[src/rtl/hw_lock_pkg.sv]
package hw_lock_pkg;
  localparam int unsigned ADDR_W  = 12;
  localparam int unsigned DATA_W  = 32;
  localparam int unsigned N_LOCKS = 32;
  localparam int unsigned N_PORTS = 2;
  localparam logic [ADDR_W-1:0] LOCK_BASE = 12'h100;
  localparam logic [ADDR_W-1:0] STAT_OFF  = 12'h0FC;

  typedef enum logic [1:0] {
    OP_NONE    = 2'd0,
    OP_LOCK_RD = 2'd1,
    OP_LOCK_WR = 2'd2,
    OP_STAT_RD = 2'd3
  } lock_op_e;
endpackage

[src/rtl/hw_lock_decode.sv]
module hw_lock_decode
  import hw_lock_pkg::*;
#(
  parameter int unsigned     AW      = ADDR_W,
  parameter int unsigned     NL      = N_LOCKS,
  parameter logic [AW-1:0]   BASE    = LOCK_BASE,
  parameter logic [AW-1:0]   STAT    = STAT_OFF
) (
  input  logic          req_i,
  input  logic          we_i,
  input  logic [AW-1:0] addr_i,
  output lock_op_e      op_o,
  output logic [NL-1:0] hot_o
);
  localparam int unsigned WW = AW - 2;
  localparam logic [WW-1:0] BASE_W = BASE[AW-1:2];
  localparam logic [WW-1:0] STAT_W = STAT[AW-1:2];

  logic [WW-1:0] word, rel;
  logic          aligned, in_lock;

  assign word    = addr_i[AW-1:2];
  assign rel     = word - BASE_W;
  assign aligned = (addr_i[1:0] == 2'b00);
  assign in_lock = aligned && (word >= BASE_W) && (rel < WW'(NL));

  always_comb begin
    op_o  = OP_NONE;
    hot_o = '0;
    if (req_i && in_lock) begin
      op_o  = we_i ? OP_LOCK_WR : OP_LOCK_RD;
      hot_o = {{(NL-1){1'b0}}, 1'b1} << rel;
    end else if (req_i && aligned && !we_i && word == STAT_W) begin
      op_o = OP_STAT_RD;
    end
  end
endmodule

[src/rtl/hw_lock_arbiter.sv]
module hw_lock_arbiter #(
  parameter int unsigned NL = hw_lock_pkg::N_LOCKS,
  parameter int unsigned NP = hw_lock_pkg::N_PORTS
) (
  input  logic                   clk_i,
  input  logic                   rst_ni,
  input  logic [NL-1:0]          held_i,
  input  logic [NP-1:0][NL-1:0]  claim_i,
  output logic [NP-1:0][NL-1:0]  grant_o
);
  for (genvar l = 0; l < NL; l++) begin : g_lock
    logic [NP-1:0] col;
    always_comb begin
      logic taken;
      taken = held_i[l];
      for (int p = 0; p < NP; p++) begin
        grant_o[p][l] = claim_i[p][l] & ~taken;
        taken         = taken | claim_i[p][l];
      end
    end
    for (genvar p = 0; p < NP; p++) begin : g_col
      assign col[p] = grant_o[p][l];
    end

    // at most one port wins a lock
    a_r6_single_grant: assert property (@(posedge clk_i) disable iff (!rst_ni)
      $onehot0(col));
    // a held lock is never granted
    a_r3_no_grant_held: assert property (@(posedge clk_i) disable iff (!rst_ni)
      held_i[l] |-> (col == '0));
  end
endmodule

[src/rtl/hw_lock_state.sv]
module hw_lock_state #(
  parameter int unsigned NL = hw_lock_pkg::N_LOCKS
) (
  input  logic          clk_i,
  input  logic          rst_ni,
  input  logic [NL-1:0] set_i,
  input  logic [NL-1:0] clr_i,
  output logic [NL-1:0] held_o
);
  logic [NL-1:0] held_q;

  // grant of a free lock beats a concurrent release
  always_ff @(posedge clk_i or negedge rst_ni) begin
    if (!rst_ni) held_q <= '0;
    else         held_q <= (held_q & ~clr_i) | set_i;
  end
  assign held_o = held_q;

  for (genvar l = 0; l < NL; l++) begin : g_chk
    a_r2_grant_sets: assert property (@(posedge clk_i) disable iff (!rst_ni)
      set_i[l] |=> held_q[l]);
    a_r3_held_keeps: assert property (@(posedge clk_i) disable iff (!rst_ni)
      (held_q[l] && !clr_i[l]) |=> held_q[l]);
    a_r4_release_frees: assert property (@(posedge clk_i) disable iff (!rst_ni)
      (clr_i[l] && !set_i[l]) |=> !held_q[l]);
  end

  // no lock traffic means no state change
  a_r5_quiet_stable: assert property (@(posedge clk_i) disable iff (!rst_ni)
    (set_i == '0 && clr_i == '0) |=> $stable(held_q));
endmodule

[src/rtl/hw_lock_bank.sv]
module hw_lock_bank
  import hw_lock_pkg::*;
#(
  parameter int unsigned AW = ADDR_W,
  parameter int unsigned DW = DATA_W,
  parameter int unsigned NL = N_LOCKS,
  parameter int unsigned NP = N_PORTS
) (
  input  logic                  clk_i,
  input  logic                  rst_ni,
  input  logic [NP-1:0]         req_i,
  input  logic [NP-1:0]         we_i,
  input  logic [NP-1:0][AW-1:0] addr_i,
  output logic [NP-1:0][DW-1:0] rdata_o
);
  lock_op_e [NP-1:0]    op;
  logic [NP-1:0][NL-1:0] hot, claim, grant;
  logic [NL-1:0]         held, set, clr;

  for (genvar p = 0; p < NP; p++) begin : g_port
    hw_lock_decode #(.AW(AW), .NL(NL)) u_dec (
      .req_i  (req_i[p]),
      .we_i   (we_i[p]),
      .addr_i (addr_i[p]),
      .op_o   (op[p]),
      .hot_o  (hot[p])
    );
    assign claim[p] = (op[p] == OP_LOCK_RD) ? hot[p] : '0;
  end

  hw_lock_arbiter #(.NL(NL), .NP(NP)) u_arb (
    .clk_i   (clk_i),
    .rst_ni  (rst_ni),
    .held_i  (held),
    .claim_i (claim),
    .grant_o (grant)
  );

  always_comb begin
    set = '0;
    clr = '0;
    for (int p = 0; p < NP; p++) begin
      set = set | grant[p];
      if (op[p] == OP_LOCK_WR) clr = clr | hot[p];
    end
  end

  hw_lock_state #(.NL(NL)) u_state (
    .clk_i  (clk_i),
    .rst_ni (rst_ni),
    .set_i  (set),
    .clr_i  (clr),
    .held_o (held)
  );

  for (genvar p = 0; p < NP; p++) begin : g_rd
    logic [DW-1:0] rd_d;
    always_comb begin
      unique case (op[p])
        OP_LOCK_RD: rd_d = DW'(grant[p]);
        OP_STAT_RD: rd_d = DW'(held);
        default:    rd_d = '0;
      endcase
    end
    always_ff @(posedge clk_i or negedge rst_ni) begin
      if (!rst_ni) rdata_o[p] <= '0;
      else         rdata_o[p] <= rd_d;
    end

    // reading a lock that was held returns zero
    a_r3_held_read_zero: assert property (@(posedge clk_i) disable iff (!rst_ni)
      (op[p] == OP_LOCK_RD && (hot[p] & held) != '0) |=> (rdata_o[p] == '0));
    // no read, no data
    a_r9_idle_zero: assert property (@(posedge clk_i) disable iff (!rst_ni)
      (!req_i[p] || we_i[p]) |=> (rdata_o[p] == '0));
  end
endmodule

[config.mk]
export PLATFORM = sky130hd
export DESIGN_NAME = hw_lock_bank
export DESIGN_NICKNAME = d
export VERILOG_FILES = /design/src/rtl/hw_lock_pkg.sv /design/src/rtl/hw_lock_decode.sv /design/src/rtl/hw_lock_arbiter.sv /design/src/rtl/hw_lock_state.sv /design/src/rtl/hw_lock_bank.sv
export SDC_FILE = /design/constraint.sdc
export NUM_CORES = 1
export LEC_CHECK = 0
export ABC_AREA = 0
export BUFFER_PORTS_ARGS = -buffer_cell sky130_fd_sc_hd__buf_2
export CAP_MARGIN = 30
export CORE_MARGIN = 2
export CORE_UTILIZATION = 60
export CTS_BUF_LIST = sky130_fd_sc_hd__clkbuf_8
export CTS_CLUSTER_DIAMETER = 60
export DETAILED_ROUTE_END_ITERATION = 10
export GPL_ROUTABILITY_DRIVEN = 0
export HOLD_SLACK_MARGIN = 0.15
export PLACE_DENSITY_LB_ADDON = 0.05
export SLEW_MARGIN = 20
export SYNTH_ARGS = -nofsm -noshare
export SYNTH_HDL_FRONTEND = slang
export SYNTH_SLANG_ARGS = --single-unit
[constraint.sdc]
create_clock -name clk_i -period 3.3 [get_ports clk_i]
set_input_delay 0 -clock clk_i [delete_from_list [all_inputs] [get_ports clk_i]]
set_output_delay 0 -clock clk_i [all_outputs]
set_load 0.005 [all_outputs]
* Yosys cells after proc, flatten, opt, wreduce, memory -nomap -nowiden *
Cells that the tools add are included.

storage, ports and cells
  flip-flop bits (word level) = 96
  latch bits = 0
  memory bits (writable) = 0
  bits in read-only memories = 0
  input port bits = 30
  output and inout port bits = 64
  word-level logic and storage cells = 214
  memories kept = 0

operators by class
  add/subtract/negate cells = 2
  $mul = 0
  divide/modulo/power cells = 0
  order comparisons = 4
  equal/unequal tests = 8
  shifts and indexed selects = 2
  muxes and demuxes = 14
  bitwise gates (word level) = 165
  reduce and logical (&&, ||, !) cells = 16

operators by type and width
  cell                                                                                   number
  32-bit 2-to-1 mux                                                                      6
  32-bit case mux with 2 select lines                                                    2
  32-bit bitwise OR                                                                      3
  1-bit bitwise AND                                                                      64
  1-bit inverter                                                                         64
  1-bit by 10-bit left shift with 32-bit output (first input constant)                   2
  32-bit bitwise AND                                                                     1
  32-bit inverter                                                                        1
  1-bit bitwise OR                                                                       32
  10-bit by 6-bit == test with 1-bit output (second input constant)                      2
  10-bit by 7-bit greater-or-equal comparator with 1-bit output (second input constant)  2
  10-bit by 6-bit < comparator with 1-bit output (second input constant)                 2
  10-bit by 7-bit subtractor with 10-bit output (second input constant)                  2
  1-bit logical AND                                                                      12
  2-bit 2-to-1 mux                                                                       6
  2-bit == test (second input constant)                                                  4
  2-bit by 1-bit == test with 1-bit output (second input constant)                       2
  2-bit zero test                                                                        2
  1-bit zero test                                                                        2

* Longest topological paths before layout *
Gate-level depths: netlist of the first run.

  word-level depth = 13
  gate-level depth with buffers = 7
  mapped depth without buffers = 4

* Cells and area by module *
A second synthesis of the first run with hierarchy kept.

second synthesis, totals
  cells, all modules = 628
  area total of the unflattened synthesis = 6145.9 um2

by module, submodules not included
  module           times used  cells an instance  area each (um2)  sequential area each (um2)
  hw_lock_bank     1           352                3743.6           1601.5
  hw_lock_state    1           96                 1161.1           800.8
  hw_lock_decode   2           58                 320.3            0.0
  hw_lock_arbiter  1           64                 600.6            0.0

* Worst setup path before layout of the first run *
No wires, ideal clock.

  path kind = in2reg
  start point = in addr_i[7] (netlist bit)
  end point = reg u_state.held_q[24] (netlist: u_state.held_o[24])
  library setup time = 0.131 ns
  arrival = 1.532 ns
  required time = 3.169 ns
  setup slack = 1.636 ns
  stages = 5
  path buffers = 1
  cell sequence = or4b_1 > or3_1 > buf_2 > o221a_1 > or3_1

between the ends
  cells in the longest elaborated chain, start to end = 12
  elaborated cells between the ends (all ways) = 26
  those cells by class = add/sub: 1; order compare: 2; eq/ne: 3; shift: 1; mux: 6; bitwise: 9; reduce/logical: 4

RTL lines
  what                                                                                                                                   RTL line                                    text
  start, declared                                                                                                                        hw_lock_bank.sv:13                          input logic [NP-1:0][AW-1:0] addr_i,
  10-bit by 7-bit subtractor with 10-bit output / 10-bit by 7-bit greater-or-equal comparator with 1-bit output (equally long branches)  hw_lock_decode.sv:23, hw_lock_decode.sv:25
  10-bit by 6-bit < comparator with 1-bit output / 1-bit logical AND (equally long branches)                                             hw_lock_decode.sv:25                        assign in_lock = aligned && (word >= BASE_W) && (rel < WW'(NL));
  1-bit logical AND                                                                                                                      hw_lock_decode.sv:25
  1-bit logical AND                                                                                                                      hw_lock_decode.sv:30                        if (req_i && in_lock) begin
  2-bit 2-to-1 mux                                                                                                                       hw_lock_decode.sv:30
  2-bit == test / 2-bit by 1-bit == test with 1-bit output (equally long branches)                                                       hw_lock_bank.sv:44, hw_lock_bank.sv:28
  32-bit 2-to-1 mux (on tied branches)                                                                                                   hw_lock_bank.sv:44, hw_lock_bank.sv:28
  32-bit bitwise OR / 1-bit bitwise OR (equally long branches)                                                                           hw_lock_bank.sv:44, hw_lock_arbiter.sv:18
  32-bit 2-to-1 mux / 1-bit inverter (equally long branches)                                                                             hw_lock_bank.sv:44, hw_lock_arbiter.sv:17
  32-bit inverter / 1-bit bitwise AND (equally long branches)                                                                            hw_lock_state.sv:15, hw_lock_arbiter.sv:17
  32-bit bitwise AND / 32-bit bitwise OR (equally long branches)                                                                         hw_lock_state.sv:15, hw_lock_bank.sv:43
  32-bit bitwise OR *                                                                                                                    hw_lock_state.sv:15                         else held_q <= (held_q & ~clr_i) | set_i;
  end signal, assigned                                                                                                                   hw_lock_state.sv:15
  end, declared                                                                                                                          hw_lock_state.sv:10                         logic [NL-1:0] held_q;

Every way passes the cells marked *; elsewhere a longest branch is shown, timed or not.

* Worst setup path in the final report of the first run *
Ends and elaborated chain as after synthesis.

==> results of run 1 <==
-- power groups by stage --
stage	Combinational, uW	Sequential (uW)	Clock, uW
2_1_floorplan	82.9	1210	0
3_3_place_gp	161	1210	0
3_5_place_dp	166	1210	0
4_1_cts	172	1180	761
5_1_grt	192	1180	804
6_report	180	1180	749
-- worst max path at each step --
stage	startpoint	end	slack, ps	depth (start not counted)
after floorplan	addr_i[7]	u_state.held_o[24]	1640	5
after global placement	addr_i[7]	u_state.held_o[24]	960	5
after detailed placement	addr_i[7]	u_state.held_o[24]	930	5
after CTS	addr_i[7]	u_state.held_o[24]	1250	5
after global routing	addr_i[2]	u_state.held_o[1]	1170	6
final	addr_i[7]	u_state.held_o[24]	1220	5
-- cell usage in the layout (no fill, tap or decap), drive strengths merged, types with 6 or more instances in the layout --
master / n
o221ai: 11
a311oi: 6
or4: 6
nor4: 31
a22o: 6
nor3b: 6
dfrtp: 96
nand3: 24
nor2b: 6
o21ai: 14
a2111oi: 7
and3: 14
nand2: 46
nand4: 11
dlygate4sd3: 7
or3: 13
o2bb2ai: 6
nor3: 23
clkbuf: 9
a211oi: 12
a21o: 18
inv: 6
mux2: 9
buf: 105
nand3b: 8
nor2: 31
-- flip-flops by register name (all words and copies together), names as in the netlist --
signal and flops:
rdata_o 64, u_state.held_o 32
-- final cells by class --
type                       instances  area (um2)  area share
clock buffer                       9         124      0.0209
multi-input combinational        386        2560       0.432
clock inverter                     6        62.6      0.0105
tap                              105         131      0.0221
timing repair buffer             112         628       0.106
inverter                           5        18.8     0.00316
sequential                        96        2400       0.405
-- metrics by stage --
stage               power [uW]  setup slack (ps)  instance area (um2)  instances  utilization
floorplan                 1290              1640                 5160        530            -
global placement          1370               963                 5680        697        0.687
detailed placement        1370               925                 5680        697        0.687
CTS                       2120              1250                 5930        719        0.718
global route              2180              1170                 5930        719        0.718
finish                    2110              1220                 5930        719        0.718
-- per-layer routing --
layer,share of wire,vias to the layer above,routed length (um)
li1,-,2237,-
met1,0.36,2418,6000
met2,0.43,451,7120
met3,0.15,95,2480
met4,0.054,0,891
met5,0,-,0
-- logic make-up (layout without fill, tap and decap cells) --
| group | count (synthesis) | in the layout | synth area share |
|---|---|---|---|
| compound gates | 122 | 122 | 0.183 |
| mux | 11 | 11 | 0.0235 |
| simple gates | 253 | 253 | 0.289 |
| flops | 96 | 96 | 0.466 |
| buf+inv | 48 | 132 | 0.0379 |
-- worst max-delay path: cells and delay by family --
family / cells / cell delay, ps
AND/OR/NAND/NOR: 3 / 1910
AO/OA/AOI/OAI: 1 / 290
buffers and inverters: 1 / 120
-- timing repair --
item	CTS	global route
resized for setup	0	0
hold endpoints to repair	101	0
hold buffers	7	0
setup endpoints to repair	0	0
==> impl_metrics.env, run 1 <==
export IMPL_syn_num_nets=560
export IMPL_htreeDepth=3
export IMPL_yosysSeqAreaShare=0.466
export IMPL_cp_data_arrival_time_ps=2320
export IMPL_status="finished, final reports clean"
export IMPL_cts_clk_slew_worst_paths_ps=90
export IMPL_area_growth_pct=15.0
export IMPL_setup_tns_ps=0
export IMPL_yosysTopAreaCell="dfrtp_1"
export IMPL_antenna_found_initial=0
export IMPL_vdd_drop_max_uv=247
export IMPL_clkLatencyLatePin_ps=370
export IMPL_portBuffers=93
export IMPL_cap_violations=0
export IMPL_crit_path_cell_trace="buf_2, or4b_1, or3_1, o221a_1, or3_1"
export IMPL_combPwrFrac=0.085
export IMPL_synthCells=530
export IMPL_grt_overflow=0
export IMPL_whs_endpoint="rdata_o[15]"
export IMPL_die_w_um=96.7
export IMPL_initial_core_util=0.624
export IMPL_min_delay_path_depth=3
export IMPL_viasPerCell=7.23
export IMPL_grtUsageMet1=0.495
export IMPL_nFillCells=674
export IMPL_die_y_um=96.7
export IMPL_startpoint_type="input port"
export IMPL_critPathCaptureType="flip-flop"
export IMPL_crit_required_ps=3540
export IMPL_reg2reg_slack_ps=1990
export IMPL_use_met2=0.514
export IMPL_route_detailed_drc=0
export IMPL_hpwlAfterDp_um=11100
export IMPL_drive_gt1_frac=0.233
export IMPL_finalHoldViolations=0
export IMPL_grt_use_total=0.352
export IMPL_vias=5201
export IMPL_powerDensity_nw_per_um2=356
export IMPL_pin_count=94
export IMPL_wire_per_inst_um=22.9
export IMPL_max_freq_ghz=0.482
export IMPL_totalWireLength_um=16500
export IMPL_synth_flop_cell="dfrtp_1"
export IMPL_switching_share=0.256
export IMPL_antenna_cells=0
export IMPL_tightestPinTransition_ps=958
export IMPL_ys_seq_elements=96
export IMPL_grt_pass1_wl_um=26000
export IMPL_yosysWarnings=0
export IMPL_top_usage_layer="met2"
export IMPL_cp_slowest_cell="or4b_1"
export IMPL_fin_worst_skew_ps=9.03
export IMPL_r2r_cells=4
export IMPL_grt_use_met3=0.0882
export IMPL_p_int_uw=1570
export IMPL_synth_edf_count=0
export IMPL_setup_violations=0
export IMPL_synth_area_top_cells="dfrtp_1 (47%), nand2_1 (3.3%), nor4_1 (3.3%)"
export IMPL_period_share=0.629
export IMPL_critical_path_max_fanout=20
export IMPL_reg2reg_to="u_state.held_o[14]"
export IMPL_clockBufferDepth=2
export IMPL_die_area_um2=9350
export IMPL_hold_class="input port to flip-flop"
export IMPL_grt_pass1_vias=4746
export IMPL_r2r_start="u_state.held_o[14]"
export IMPL_cpPeakStageDelay_ps=960
export IMPL_rows=33
export IMPL_period_needed_ps=2080
export IMPL_maxSlewViolCount=0
export IMPL_synthTopCellsByCount="dfrtp_1 (96), nand2_1 (46), clkbuf_1 (35)"
export IMPL_synth_top_area_share=0.466
export IMPL_first_pass_iters=6
export IMPL_drt_iter0_markers=685
export IMPL_crit_top_cell="or3_1"
export IMPL_cts_sinks=96
export IMPL_critical_path_class="input port to flip-flop"
export IMPL_synthArstFlopShare=1.00
export IMPL_p_leak_uw=0.00277
export IMPL_switchingPower_uw=542
export IMPL_core_area_um2=8260
export IMPL_p_seq_frac=0.560
export IMPL_root_buffer="clkbuf_8"
export IMPL_grt_max_degree=50
export IMPL_grt_setup_unrepaired="false"
export IMPL_relSlewSlack=0.361
export IMPL_hp_start="addr_i[6]"
export IMPL_nets=640
export IMPL_numCtsBuffers=9
export IMPL_yosysMostFrequentCell="dfrtp_1"
export IMPL_antenna_left=0
export IMPL_synth_cell_types=57
export IMPL_post_cts_buffers=0
export IMPL_tritoncts="done"
export IMPL_whs_ps=185
export IMPL_syn_cell_area_um2=5160
export IMPL_pwr_share_clk=0.355
export IMPL_syn_avg_cell_area_um2=9.73
(Power assumes the default switching activity.)
==> inputs of run 2 (changes only) <==
--- a/config.mk
+++ b/config.mk
@@ -5,11 +5,11 @@
 export SDC_FILE = /design/constraint.sdc
 export NUM_CORES = 1
 export LEC_CHECK = 0
-export ABC_AREA = 0
+export ABC_AREA = 1
 export BUFFER_PORTS_ARGS = -buffer_cell sky130_fd_sc_hd__buf_2
 export CAP_MARGIN = 30
 export CORE_MARGIN = 2
-export CORE_UTILIZATION = 60
+export CORE_UTILIZATION = 52
 export CTS_BUF_LIST = sky130_fd_sc_hd__clkbuf_8
 export CTS_CLUSTER_DIAMETER = 60
 export DETAILED_ROUTE_END_ITERATION = 10
==> constraint.sdc (replaced) <==
create_clock -name clk_i -period 1.7 [get_ports clk_i]
set_input_delay 0 -clock clk_i [delete_from_list [all_inputs] [get_ports clk_i]]
set_output_delay 0 -clock clk_i [all_outputs]
set_load 0.005 [all_outputs]
==> impl_metrics.env, run 2 <==
export IMPL_totalWireLength_um=14400
export IMPL_die_y_um=103
export IMPL_period_needed_ps=1490
export IMPL_synthCells=689
export IMPL_portBuffers=93
export IMPL_multi_input_area_um2=2230
export IMPL_htreeDepth=3
export IMPL_synth_area_top_cells="dfrtp_1 (47%), nand3_1 (13%), nand2_1 (8.8%)"
export IMPL_nFillCells=908
export IMPL_die_area_um2=10600
export IMPL_setup_tns_ps=0
export IMPL_powerDensity_nw_per_um2=704
export IMPL_critical_path_max_fanout=10
export IMPL_maxSlewViolCount=0
export IMPL_mostFrequentLayoutCell="nand3_1"
export IMPL_reg2reg_slack_ps=780
export IMPL_status="finished, final reports clean"
export IMPL_numCtsBuffers=9
export IMPL_yosysWarnings=0
export IMPL_whs_ps=169
export IMPL_cp_slowest_cell="dlygate4sd3_1"
export IMPL_cts_sinks=96
export IMPL_cp_top_family="buffers and inverters"
export IMPL_core_area_um2=9640
export IMPL_synth_edf_count=0
export IMPL_preCtsSetupSlack_ps=191
export IMPL_cpPeakStageDelay_ps=540
export IMPL_clkLatencyLatePin_ps=370
export IMPL_setup_violations=0
export IMPL_nets=810
export IMPL_syn_avg_cell_area_um2=7.40
export IMPL_yosysTopAreaCell="dfrtp_1"
export IMPL_cap_violations=0
export IMPL_antenna_cells=0
export IMPL_synth_cell_types=25
export IMPL_yosys_area_share_simple=0.371
export IMPL_max_freq_ghz=0.672
export IMPL_tightestPinTransition_ps=654
export IMPL_finalHoldViolations=0
export IMPL_regMostFlops="rdata_o"
export IMPL_crit_buf_inv=3
export IMPL_yosysMostFrequentCell="nand3_1"
export IMPL_route_detailed_drc=0
export IMPL_rows=36
export IMPL_synthTopCellsByCount="nand3_1 (137), nand2_1 (120), dfrtp_1 (96)"
export IMPL_wire_per_inst_um=15.7
export IMPL_grt_overflow=0
export IMPL_root_buffer="clkbuf_8"
export IMPL_antenna_left=0
export IMPL_synth_top_area_share=0.471
export IMPL_p_leak_uw=0.00301
export IMPL_ctsResizeCount=0
export IMPL_viasPerCell=5.60
export IMPL_tritoncts="done"
export IMPL_syn_num_nets=719
export IMPL_critical_path_class="input port to flip-flop"
export IMPL_fin_worst_skew_ps=5.43
export IMPL_antenna_found_initial=0
export IMPL_setup_slack_ps=211
export IMPL_synthArstFlopShare=1.00
export IMPL_first_pass_iters=5
export IMPL_grt_use_total=0.287
export IMPL_ys_seq_elements=96
export IMPL_drive_gt1_frac=0.182
export IMPL_layout_common_cells="nand3_1 (137), nand2_1 (120), dfrtp_1 (96)"
export IMPL_startpoint_type="input port"
export IMPL_crit_path_cell_trace="dlygate4sd3_1, buf_2, inv_1, nor3_1, nand4_1, o21ai_1"
export IMPL_crit_required_ps=1990
export IMPL_vdd_drop_max_uv=435
export IMPL_area_sequential_um2=2400
export IMPL_synth_flop_cell="dfrtp_1"
export IMPL_yosysSeqAreaShare=0.471
export IMPL_synth_compound_gate_area_share=0.0648
export IMPL_grt_pass1_vias=4966
export IMPL_cp_data_arrival_time_ps=1780
export IMPL_grt_setup_unrepaired="false"
export IMPL_period_share=0.876
export IMPL_clockBufferDepth=2
export IMPL_largest_reg_flops=64
export IMPL_drt_iter0_markers=298
export IMPL_pin_count=94
export IMPL_area_growth_pct=18.0
export IMPL_synth_top_family_by_area="simple AND/OR/NAND/NOR gates"
export IMPL_grt_max_degree=63
export IMPL_syn_cell_area_um2=5100
export IMPL_vias=5144
export IMPL_hpwlAfterDp_um=9840
export IMPL_hold_class="input port to async pin"
export IMPL_critPathCaptureType="flip-flop"
export IMPL_cts_clk_slew_worst_paths_ps=90
export IMPL_synthMuxAreaShare=0
export IMPL_grt_pass1_wl_um=23400
export IMPL_synthAdderAreaFrac=0
export IMPL_die_w_um=103
export IMPL_initial_core_util=0.529
export IMPL_synth_xor_area_frac=0
export IMPL_relSlewSlack=0.564
[run 2: cell count changes after synthesis, moves of 14 or more]
cell	change
and3_1	-14
o21ai_0	+20
nand4_1	+29
nand2_1	+74
inv_1	+68
clkbuf_1	-18
nor4_1	-25
o21ai_1	+22
a21o_1	-18
nand3_1	+113
nor2_1	+60
[run 2: path summary, 6_finish.rpt]
| kind | start | cells after the start | endpoint |
|---|---|---|---|
| min in group clk_i | addr_i[9] | 5 | rdata_o[17] |
| max | addr_i[17] | 6 | rdata_o[45] |
| min | rst_ni | 3 | rdata_o[28] |
| max reg2reg | u_state.held_o[30] | 3 | rdata_o[30] |
| min reg2reg | u_state.held_o[24] | 2 | rdata_o[56] |
| max in group asynchronous | rst_ni | 3 | rdata_o[27] |
[run 2: logic make-up (layout without fill, tap and decap cells)]
kind of cell	after synthesis	count (layout)
buffers and inverters	116	212
AOI/OAI and AO/OA	64	64
DFF	96	96
and+or+nand+nor	413	413
[run 2: layout make-up]
type | instances | area share
Clock buffer | 11 | 0.0252
Multi-Input combinational cell | 477 | 0.371
Tap cell | 133 | 0.0277
Inverter | 78 | 0.0491
Timing Repair Buffer | 118 | 0.115
Sequential cell | 96 | 0.399
Clock inverter | 5 | 0.0131
[run 2: per-stage QoR]
stage,power (uW),instance area [um2],utilization,std cells
CTS,4260,6020,0.624,918
detailed placement,2560,5720,0.593,896
floorplan,2430,5100,-,689
global placement,2560,5720,0.593,896
global route,4390,6020,0.624,918
finish,4240,6020,0.624,918
[run 2: what timing repair did]
item,4_1_cts,5_1_grt
endpoints found under the setup margin,0,0
endpoints found under the hold margin,113,0
hold buffers,6,0
buffers inserted,0,0
[run 2: metal layers]
layer / vias to the layer above / part of all wire / GRT usage
li1: 2468 / - / -
met1: 2417 / 0.44 / 0.380
met2: 216 / 0.46 / 0.454
met3: 43 / 0.067 / 0.0468
met4: 0 / 0.031 / 0.153
met5: - / 0 / 0
[run 2: report_power, final]
part           total [uW]  internal, uW  switching (uW)
combinational         257          69.9             187
sequential           2280          2280           0.232
clock                1700           907             792
total                4240          3260             979
[run 2: worst register-to-register path, delay by kind of cell (launching register included)]
family | cells | cell delay (ps)
DFF | 1 | 420
AOI/OAI and AO/OA | 1 | 160
and+or+nand+nor | 1 | 140
buffers and inverters | 1 | 100
